===== src/rtl/sync_sram_pkg.sv =====
package sync_sram_pkg;
  typedef struct packed {
    logic rdFire;    // read command accepted this edge
    logic wrFire;    // write command accepted this edge
    logic allLanes;  // write covers every lane
    logic dataLoad;  // move captured read word into output register
    logic busOn;     // bus drive enable (asynchronous terms included)
  } ctrlStrobe_t;
endpackage


===== src/rtl/sync_sram_ctrl.sv =====
module sync_sram_ctrl
  import sync_sram_pkg::*;
(
  input  logic        clk,
  input  logic        rstN,
  input  logic        pipeMode,
  input  logic        chipEn,
  input  logic        byteWrEn,
  input  logic        laneAny,
  input  logic        globalWr,
  input  logic        outEn,
  input  logic        sleep,
  output ctrlStrobe_t strobe
);
  logic wrCmd, rdCmd;
  logic stage1Rd, stage2Rd;
  logic busOn;

  assign wrCmd = rstN && chipEn && !sleep && (globalWr || (byteWrEn && laneAny));
  assign rdCmd = rstN && chipEn && !sleep && !wrCmd;

  always_ff @(posedge clk) begin
    if (!rstN) begin
      stage1Rd <= 1'b0;
      stage2Rd <= 1'b0;
    end else begin
      stage1Rd <= rdCmd;
      stage2Rd <= stage1Rd;
    end
  end

  assign busOn = outEn && !sleep && (pipeMode ? stage2Rd : (stage1Rd || stage2Rd));

  always_comb begin
    strobe.rdFire   = rdCmd;
    strobe.wrFire   = wrCmd;
    strobe.allLanes = globalWr;
    strobe.dataLoad = stage1Rd;
    strobe.busOn    = busOn;
  end


  pipe_latency_chk: assert property (@(posedge clk) disable iff (!rstN)
    (pipeMode && $past(rdCmd, 2) && outEn && !sleep) |-> busOn);


  flow_hold_chk: assert property (@(posedge clk) disable iff (!rstN)
    (!pipeMode && $past(rdCmd, 2) && !$past(rdCmd) && outEn && !sleep) |-> busOn);


  release_chk: assert property (@(posedge clk) disable iff (!rstN)
    (!$past(rdCmd) && !$past(rdCmd, 2)) |-> !busOn);
endmodule


===== src/rtl/sync_sram_dpath.sv =====
module sync_sram_dpath
  import sync_sram_pkg::*;
#(
  parameter int DATA_W = 32,
  parameter int LANES  = 4,
  parameter int ADDR_W = 4
) (
  input  logic              clk,
  input  logic              rstN,
  input  logic              pipeMode,
  input  logic [ADDR_W-1:0] addr,
  input  logic [DATA_W-1:0] wrData,
  input  logic [LANES-1:0]  laneEn,
  input  ctrlStrobe_t       strobe,
  output logic [DATA_W-1:0] rdData
);
  localparam int LANE_W = DATA_W / LANES;
  localparam int DEPTH  = 1 << ADDR_W;

  logic [DATA_W-1:0] memArr [DEPTH];
  logic [DATA_W-1:0] wrMask;
  logic [DATA_W-1:0] rdReg, outReg;

  for (genvar g = 0; g < LANES; g++) begin : g_mask
    assign wrMask[g*LANE_W +: LANE_W] = {LANE_W{strobe.allLanes || laneEn[g]}};
  end

  always_ff @(posedge clk) begin
    if (!rstN) begin
      for (int i = 0; i < DEPTH; i++) memArr[i] <= '0;
    end else if (strobe.wrFire) begin
      memArr[addr] <= (memArr[addr] & ~wrMask) | (wrData & wrMask);
    end
  end

  always_ff @(posedge clk) begin
    if (!rstN) begin
      rdReg  <= '0;
      outReg <= '0;
    end else begin
      if (strobe.rdFire)   rdReg  <= memArr[addr];
      if (strobe.dataLoad) outReg <= rdReg;
    end
  end

  assign rdData = strobe.busOn ? (pipeMode ? outReg : rdReg) : '0;


  global_write_chk: assert property (@(posedge clk) disable iff (!rstN)
    $past(strobe.wrFire && strobe.allLanes) |-> memArr[$past(addr)] == $past(wrData));

  for (genvar g = 0; g < LANES; g++) begin : g_lane_chk

    lane_keep_chk: assert property (@(posedge clk) disable iff (!rstN)
      (strobe.wrFire && !strobe.allLanes && !laneEn[g]) |=>
        memArr[$past(addr)][g*LANE_W +: LANE_W] == $past(memArr[addr][g*LANE_W +: LANE_W]));
  end
endmodule


===== src/rtl/sync_sram_pipe.sv =====
module sync_sram_pipe
  import sync_sram_pkg::*;
#(
  parameter int DATA_W = 32,
  parameter int LANES  = 4,
  parameter int ADDR_W = 4
) (
  input  logic              clk,
  input  logic              rstN,
  input  logic              pipeMode,
  input  logic              chipEn,
  input  logic [ADDR_W-1:0] addr,
  input  logic [DATA_W-1:0] wrData,
  input  logic              byteWrEn,
  input  logic [LANES-1:0]  laneEn,
  input  logic              globalWr,
  input  logic              outEn,
  input  logic              sleep,
  output logic [DATA_W-1:0] rdData,
  output logic              busDrive
);
  ctrlStrobe_t strobe;

  sync_sram_ctrl u_ctrl (
    .clk      (clk),
    .rstN     (rstN),
    .pipeMode (pipeMode),
    .chipEn   (chipEn),
    .byteWrEn (byteWrEn),
    .laneAny  (|laneEn),
    .globalWr (globalWr),
    .outEn    (outEn),
    .sleep    (sleep),
    .strobe   (strobe)
  );

  sync_sram_dpath #(.DATA_W(DATA_W), .LANES(LANES), .ADDR_W(ADDR_W)) u_dpath (
    .clk      (clk),
    .rstN     (rstN),
    .pipeMode (pipeMode),
    .addr     (addr),
    .wrData   (wrData),
    .laneEn   (laneEn),
    .strobe   (strobe),
    .rdData   (rdData)
  );

  assign busDrive = strobe.busOn;
endmodule


===== config.mk =====
export PLATFORM = sky130hd
export DESIGN_NAME = sync_sram_pipe
export DESIGN_NICKNAME = d
export VERILOG_FILES = /design/src/rtl/sync_sram_pkg.sv /design/src/rtl/sync_sram_ctrl.sv /design/src/rtl/sync_sram_dpath.sv /design/src/rtl/sync_sram_pipe.sv
export SDC_FILE = /design/constraint.sdc
export NUM_CORES = 1
export LEC_CHECK = 0
export ABC_AREA = 1
export BUFFER_PORTS_ARGS = -buffer_cell sky130_fd_sc_hd__buf_2
export CAP_MARGIN = 20
export CORE_MARGIN = 4
export CORE_UTILIZATION = 62
export CTS_BUF_LIST = sky130_fd_sc_hd__clkbuf_16
export CTS_CLUSTER_SIZE = 20
export DETAILED_ROUTE_END_ITERATION = 6
export PLACE_DENSITY = 0.84
export SLEW_MARGIN = 25
export SYNTH_ARGS = -nofsm -noshare
export SYNTH_HDL_FRONTEND = slang
export SYNTH_SLANG_ARGS = --single-unit

===== constraint.sdc =====
create_clock -name clk -period 3.25 [get_ports clk]
set_clock_uncertainty 0.2 [all_clocks]
set_input_delay 0.325 -clock clk [delete_from_list [all_inputs] [get_ports clk]]
set_output_delay 0.325 -clock clk [all_outputs]
set_load 0.01 [all_outputs]

* Word level (Yosys, flattened, before mapping)
Memories as Yosys holds them, arrays and structs flattened.
Cells that the tools add are included.
** Operators by class
- Reduce and logical (&&, ||, !) cells :: 17
- Mux-type cells :: 10
- Bitwise logic cells :: 4
** Operator list (number)
- $mux W32 :: 3
- $and A32 B32 Y32 :: 2
- $not A32 Y32 :: 1
- $or A32 B32 Y32 :: 1
- $reduce_or A32 Y1 :: 1
- $logic_and A1 B1 Y1 :: 7
- $logic_or A1 B1 Y1 :: 6
- $mux W1 :: 6
- $mux W4 :: 1
- $reduce_or A4 Y1 :: 1
- $logic_not A1 Y1 :: 2
** Storage, ports and cells
- Bits in writable memories :: 512
- Output and inout port bits :: 33
- Memories :: 1
- Flip-flop bits (word level) :: 66
** Memory list
- u_dpath.memArr :: words 16, bits a word 32, rd ports 1, clocked after memory_dff 0, wr ports 16, RTL line sync_sram_dpath.sv:20 : logic [DATA_W-1:0] memArr [DEPTH];

* Logic depth before layout (Yosys ltp)
Gate-level depths: netlist of the first run.
- Depth in word-level cells :: 9
- Mapped depth :: 15
- Mapped depth without buffers :: 11

* Modules after synthesis
A second synthesis of the first run with hierarchy kept.
** Unflattened totals
- Cell total of the unflattened synthesis :: 3111
- Area, all modules :: 27107.2 um2
** By module, submodules not included
- sync_sram_dpath :: area each 26945.8 um2, cells an instance 3085, seq. area each 16656.0 um2, times used 1
- sync_sram_ctrl :: area each 150.1 um2, cells an instance 23, seq. area each 40.0 um2, times used 1
- sync_sram_pipe :: area each 11.3 um2, cells an instance 3, seq. area each 0.0 um2, times used 1

* Worst setup path before layout of the first run
Ideal clock, no wire load.
- Path kind :: input-to-reg
- Start point :: input port addr[1]
- End point :: memory u_dpath.memArr[10][0], enable pin
- Data required time :: 2.661 ns
- Stages :: 8
- Library setup time :: 0.389 ns
- Path slack :: 0.607 ns
- Arrival :: 2.054 ns
- Path through :: buf_2 > inv_1 > buf_2 > buf_6 > nor3_2 > nand2_1 > buf_2 > nand2_1
** RTL lines
- start: declaration :: RTL line sync_sram_pipe.sv:12 : input logic [ADDR_W-1:0] addr,
- end: declaration :: RTL line sync_sram_dpath.sv:20

* Final worst setup path of the first run
- Start point :: register u_ctrl.stage1Rd
- End point :: output port rdData[10]
** Between the ends
- Longest elaborated chain between the ends :: 4
** RTL lines
- start: declaration :: RTL line sync_sram_ctrl.sv:16 : logic stage1Rd, stage2Rd;
- start signal: assignment :: RTL line sync_sram_ctrl.sv:27 : stage1Rd <= rdCmd;
- $logic_or A1 B1 Y1 :: RTL line sync_sram_ctrl.sv:32 : assign busOn = outEn && !sleep && (pipeMode ? stage2Rd : (stage1Rd || stage2Rd));
- $mux W1 :: RTL line sync_sram_ctrl.sv:32
- $logic_and A1 B1 Y1 :: RTL line sync_sram_ctrl.sv:32
- $mux W32 :: RTL line sync_sram_dpath.sv:46 : assign rdData = strobe.busOn ? (pipeMode ? outReg : rdReg) : '0;
- end: declaration :: RTL line sync_sram_pipe.sv:19 : output logic [DATA_W-1:0] rdData,
No other way between the ends.

==> results of run 1 <==
[stage by stage]
stage | cells | hold slack, ns | worst slack, ns | instance area, um^2 | power, mW
6_report | 3739 | 0.113 | 0.507 | 29500 | 15.9
5_1_grt | 3739 | 0.129 | 0.377 | 29500 | 16.3
4_1_cts | 3739 | 0.0929 | 0.562 | 29500 | 15.8
3_5_place_dp | 3637 | 0.286 | 0.380 | 27900 | 9.94
3_3_place_gp | 3637 | 0.277 | 0.472 | 27900 | 9.89
2_1_floorplan | 3097 | 0.263 | 0.607 | 27100 | 9.50
[path summary, 6_finish.rpt]
check / from / endpoint / slack, ns / depth (start not counted)
worst max-delay path: u_ctrl.stage1Rd / rdData[10] / 0.51 / 7
worst min register to register: u_dpath.outReg[30] / u_dpath.outReg[30] / 0.31 / 2
worst min-delay path: byteWrEn / u_ctrl.stage1Rd / 0.11 / 4
worst max register to register: u_dpath.memArr[12][7] / u_dpath.memArr[1][7] / 1.02 / 10
[kinds of logic (layout without fill, tap and decap cells)]
family | after synthesis | count (layout) | synth area share [%]
buffers and inverters | 225 | 282 | 5.16
and+or+nand+nor | 2164 | 2164 | 30.8
DFF | 578 | 578 | 61.6
AOI/OAI and AO/OA | 130 | 130 | 2.40
[flip-flops by register name, indices dropped and copies added, names as in the netlist]
signal and cells:
u_ctrl.stage2Rd 1, u_dpath.rdReg 32, u_dpath.outReg 32, u_dpath.memArr 512, u_ctrl.stage1Rd 1
[final cells by class]
cell class / instances / area share (%)
Clock buffer: 55 / 4.66
Clock inverter: 47 / 0.932
Inverter: 11 / 0.174
Multi-Input combinational cell: 2294 / 30.7
Sequential cell: 578 / 56.5
Tap cell: 585 / 2.48
Timing Repair Buffer: 169 / 4.50
[synthesized netlist by cell type, types with 5 or more instances]
cell,n
a21oi_1,66
buf_2,83
buf_4,5
buf_6,57
clkbuf_1,67
dfxtp_1,66
edfxtp_1,512
inv_1,9
nand2_1,1476
nand2_2,32
nor2_1,614
o21ai_0,64
or2_2,33
[report_power, final]
part | total, mW | internal, mW | switching (mW)
registers | 8.41 | 8.32 | 0.0885
clock network | 6.05 | 3.29 | 2.75
logic | 1.44 | 0.353 | 1.08
[layer usage]
layer / track usage (%) / vias up
li1: - / 9835
met1: 42.5 / 10200
met2: 53.1 / 1770
met3: 7.50 / 384
met4: 19.2 / 0
met5: 0 / -
[worst max-delay path, delay by kind of cell (launching register included)]
kind | cells | cell delay [ns]
buffers and inverters | 4 | 0.75
AOI/OAI and AO/OA | 2 | 0.33
DFF | 1 | 0.33
and+or+nand+nor | 1 | 0.19
==> metrics.md, run 1 <==
| Metric | Value |
|---|---|
| # fillers | `3,133` |
| RSZ-0062 raised after global routing | `no` |
| Status | `finished, final reports clean` |
| Pleak | `13.0 nW` |
| Clock root buffer | `clkbuf_16` |
| Crit path launch type | `flip-flop` |
| IO Count | `81` |
| Routed vias/inst | `5.93` |
| Hold_buf cts | `0` |
| Core area | `43,200 um^2` |
| Max_cap viols | `0` |
| Pwr Density | `538 nW/um^2` |
| Highest metal used | `met4` |
| CTS tree | `done` |
| DIE AREA | `47,100 um^2` |
| Initial antenna violation count | `1` |
| Yosys top cell by area | `edfxtp_1` |
| Metal3 WL | `10,800 um` |
| Post-Synthesis Net Count | `3,145` |
| GRT Total Usage | `33.4%` |
| CP peak stage delay | `0.33 ns` |
| Post-synth EDFFs | `512` |
| Layout cells sized above 1 | `10.5%` |
| Finished Core Util | `68.4%` |
| Synth Area per Inst | `8.75 um^2` |
| Slew @ Worst Pin | `1.01 ns` |
| Worst Hold Class | `in2reg` |
| Synthesis-to-layout area growth | `8.99%` |
| Routed WL | `79,300 um` |
| CP Capture Type | `output pin` |
| 1st-pass router iterations | `6` |
| H-tree lvl count | `2` |
| Seq/Total Area, Yosys | `61.6%` |
| Routed length per placed instance | `21.2 um` |
| CP cell instances | `buf_4 > a21oi_1 > nor3_1 > inv_1 > buf_4 > a21oi_1 > buf_2` |
| Num rows | `76` |
| Post-DP HPWL | `45,700 um` |
| Max Buffers Root-to-Sink | `3` |
| Post-CTS sizing | `0` |
| Total grt overflow | `0` |
| Crit Path Class | `reg2out` |
| Commonest non-fill, non-tap cell in the layout | `nand2_1` |
| Period utilisation layout | `84.4%` |
| Sum Neg Setup Slack | `0 ns` |
| Yosys cell types | `21` |
| Yosys warning count | `0` |
| Vias in the first global route | `21,900` |
| Final Hold Vio Count | `0` |
| ANT cells | `0` |
| Clock Sink Count | `578` |
| Fraction of registers with async set or reset after synthesis | `0%` |
| DR iter-0 viols | `3,226` |
| Top FF cell, synth | `edfxtp_1` |
| DR vias | `22,200` |
| Die Y | `217 um` |
| Final setup violation count | `0` |
| Residual DRC count | `0` |
| Routed Antenna Nets | `0` |
| Met2 routed WL | `36,600 um` |
| Worst rel slew slack | `32.4%` |
| Synth Instances | `3,097` |
| Area contributors post-synth | `edfxtp_1 57%, nand2_1 20%, nor2_1 8.5%, dfxtp_1 4.9%, buf_6 2.4%` |
| Max Fclk | `365 MHz` |
| Top cell type's share of synthesized area | `56.7%` |
| Slowest CP cell | `dfxtp_1` |
| Setup repair bufs after CTS | `0` |
| CTS Buf Count | `55` |
| First-pass GRT wire length | `121,000 um` |
| Most frequent cells in the layout | `1,460 x nand2_1, 613 x nor2_1, 512 x edfxtp_1` |
| Clk_lat worst skew | `0.62 ns` |
| Wire length on met1 | `26,400 um` |
| Initial core utilization | `62.8%` |
| Largest net degree at the start of global routing | `101` |
| Final net count | `3,157` |
| #FFs+latches synth | `578` |
| Critical Path AT | `2.22 ns` |
| Clk slew on worst S/H paths | `0.06 ns` |
| Max-slew violations | `0` |
| Peak supply drop | `0.457 mV` |
| Register area | `16,700 um^2` |
| Tmin final | `2.74 ns` |
| Post-Syn Area | `27,100 um^2` |
| Req. time, crit path | `2.72 ns` |
| IO Port Bufs | `80` |
| Worst Path Max Fanout | `32` |
| Area occupied by multi-input gates | `9070 um^2` |
| Die Width | `217 um` |
| Routability cong. | `0.878` |
Power figures use the tool's default switching activity.
==> run 2: changes to the inputs <==
--- a/config.mk
+++ b/config.mk
@@ -9,11 +9,11 @@
 export BUFFER_PORTS_ARGS = -buffer_cell sky130_fd_sc_hd__buf_2
 export CAP_MARGIN = 20
 export CORE_MARGIN = 4
-export CORE_UTILIZATION = 62
+export CORE_UTILIZATION = 57
 export CTS_BUF_LIST = sky130_fd_sc_hd__clkbuf_16
 export CTS_CLUSTER_SIZE = 20
 export DETAILED_ROUTE_END_ITERATION = 6
-export PLACE_DENSITY = 0.84
+export PLACE_DENSITY = 0.82
 export SLEW_MARGIN = 25
 export SYNTH_ARGS = -nofsm -noshare
 export SYNTH_HDL_FRONTEND = slang
==> constraint.sdc (replaced) <==
create_clock -name clk -period 2.42 [get_ports clk]
set_clock_uncertainty 0.2 [all_clocks]
set_input_delay 0.242 -clock clk [delete_from_list [all_inputs] [get_ports clk]]
set_output_delay 0.242 -clock clk [all_outputs]
set_load 0.01 [all_outputs]
==> run 2 against run 1 <==
  * The run now ends with DRC left
  * Worst hold slack worse by 0.090 ns
  * Final area increased by 4.0%
  * Worst setup slack worse by 0.48 ns
  * Register-to-register slack worse by 0.83 ns
  * First-iteration DRC count is 3.3% higher
==> metrics.md, run 2 (synthesis gave the netlist of run 1 again) <==
| Metric | Value |
|---|---|
| Status | `finished, violations left` |
| Violated checks | `DRC` |
| Finished Layout Cells | `3,817 (+2.1%)` |
| Met3 usage | `5.52% (-2.0 points)` |
| Pleak | `13.5 nW (+3.6%)` |
| Routed Antenna Nets | `0 (unchanged)` |
| IO Count | `81 (unchanged)` |
| Clk_lat worst skew | `0.61 ns (about the same)` |
| Initial antenna violation count | `1 (unchanged)` |
| Die Y | `226 um (+4.1%)` |
| Req. time, crit path | `1.98 ns (-0.74 ns)` |
| Residual DRC count | `1 (+1)` |
| CTS Buf Count | `55 (unchanged)` |
| Peak supply drop | `0.636 mV (+39%)` |
| Clock Sink Count | `578 (unchanged)` |
| GRT Total Usage | `31.0% (-2.3 points)` |
| Worst Path Max Fanout | `10 (-69%)` |
| CP cell instances | `a21oi_2 > nor3_4 > clkinvlp_4 > buf_6 > a21oi_1 > buf_2` |
| Max-slew violations | `0 (unchanged)` |
| Top reg by flops | `u_dpath.memArr` |
| Synthesis-to-layout area growth | `13.4%` |
| Layout cells sized above 1 | `12.7% (+2.1 points)` |
| H-tree lvl count | `2 (unchanged)` |
| Met2 usage | `49.0% (-4.0 points)` |
| Tmin final | `2.39 ns` |
| Power consumption | `22.7 mW (+43%)` |
| Pwr Density | `739 nW/um^2 (+37%)` |
| Slew @ Worst Pin | `0.772 ns (-0.237 ns)` |
| Max_cap viols | `0 (unchanged)` |
| IO Port Bufs | `80 (unchanged)` |
| Critical Path AT | `1.95 ns (-0.27 ns)` |
| # fillers | `3,404 (+8.6%)` |
| Post-DP HPWL | `47,000 um (+2.9%)` |
| Routed WL | `80,100 um (+1.0%)` |
| Routed length per placed instance | `21.0 um (-1.1%)` |
| CP peak stage delay | `0.33 ns (about the same)` |
| Crit Path Class | `reg2out` |
| Period utilisation layout | `98.8%` |
| CTS tree | `done` |
| Busiest grt layer | `met2` |
| DR vias | `22,400 (+0.88%)` |
| Routed vias/inst | `5.86 (-1.2%)` |
| Commonest non-fill, non-tap cell in the layout | `nand2_1` |
| Num rows | `79 (+3.9%)` |
| Worst Hold Class | `in2reg` |
| Core area | `46,800 um^2 (+8.3%)` |
| DIE AREA | `51,100 um^2 (+8.4%)` |
| RSZ-0062 raised after global routing | `yes` |
| Clock root buffer | `clkbuf_16` |
| Worst rel slew slack | `48.6% (+16 points)` |
| Initial core utilization | `57.9% (-4.8 points)` |
| Hold WS | `0.0226 ns (-0.0903 ns)` |
| Max Fclk | `418 MHz` |
| Clk slew on worst S/H paths | `0.06 ns (about the same)` |
| Dpl cells | `3,700 (+1.7%)` |
| First-pass GRT wire length | `122,000 um (+0.92%)` |
| Most frequent cells in the layout | `1,460 x nand2_1, 613 x nor2_1, 512 x edfxtp_1` |
| Biggest regs | `u_dpath.memArr (512), u_dpath.outReg (32), u_dpath.rdReg (32)` |
| Routability cong. | `0.907 (+3.3%)` |
| Crit path launch type | `flip-flop` |
| Total grt overflow | `0 (unchanged)` |
| CP Capture Type | `output pin` |
| Final setup violation count | `0 (unchanged)` |
| Largest register FFs | `512 (unchanged)` |
| DR iter-0 viols | `3,334 (+3.3%)` |
| Largest net degree at the start of global routing | `135 (+34%)` |
| Vias in the first global route | `22,000 (+0.58%)` |
| Final Hold Vio Count | `0 (unchanged)` |
| Max Buffers Root-to-Sink | `3 (unchanged)` |
| Slowest CP cell | `dfxtp_2` |
| Met1 Usage GRT | `39.6% (-2.9 points)` |
| 1st-pass router iterations | `7 (+1)` |
| Die Width | `226 um (+4.1%)` |
| Final net count | `3,211 (+1.7%)` |
==> run 2: layout make-up <==
cell class	instances	area (um^2)	area share, %
inverters	11	55.1	0.179
multi-input cells	2294	9100	29.6
well taps	607	759	2.47
clock buffers	56	1400	4.56
diodes	1	2.50	0.00815
repair buffers	222	2150	7.00
repair inverters	1	7.51	0.0244
clock inverters	47	544	1.77
flip-flops and latches	578	16700	54.4
==> run 2: per-stage QoR <==
stage	area (um^2)	TNS, ns	setup slack (ns)	utilization, %
after floorplan	27100	0	0.162	-
after global placement	28600	-1.51	-0.101	61.2
after detailed placement	28600	-1.91	-0.127	61.2
after CTS	30700	0	0.00182	65.6
after global routing	30700	-0.0207	-0.00604	65.7
final	30700	0	0.0302	65.7
==> run 2: worst max-delay path: cells and delay by family (launching register included) <==
| kind | cells | cell delay, ns |
|---|---|---|
| buf+inv | 3 | 0.51 |
| flops | 1 | 0.33 |
| compound gates | 2 | 0.27 |
| simple gates | 1 | 0.22 |
==> run 2: report_power, final <==
group / internal [mW] / total [mW] / switching, mW / leakage (nW)
Clock: 5.49 / 9.28 / 3.79 / 0.967
Sequential: 11.2 / 11.3 / 0.115 / 5.80
Combinational: 0.647 / 2.14 / 1.49 / 6.74
==> run 2: worst paths after layout <==
check                    startpoint               endpoint  slack (ns)  cells after the start
min reg2reg      u_dpath.outReg[28]     u_dpath.outReg[28]        0.30                      2
max                 u_ctrl.stage1Rd             rdData[31]        0.03                      6
min                      wrData[10]  u_dpath.memArr[2][10]        0.02                      5
max reg2reg  u_dpath.memArr[11][13]  u_dpath.memArr[6][13]        0.19                     11
==> run 2: routing by layer <==
metal,vias up,part of all wire (%)
met2,1654,46
met3,370,12
met5,-,0
met1,10400,34
met4,0,7.5
li1,9946,-
==> run 2: what timing repair did <==
item,CTS,global route
endpoints found under the hold margin,45,0
pin swaps,1,1
endpoints found under the setup margin,32,32
buffers inserted,5,1
gates cloned,1,0
hold buffers,6,0
gates resized for setup,5,8
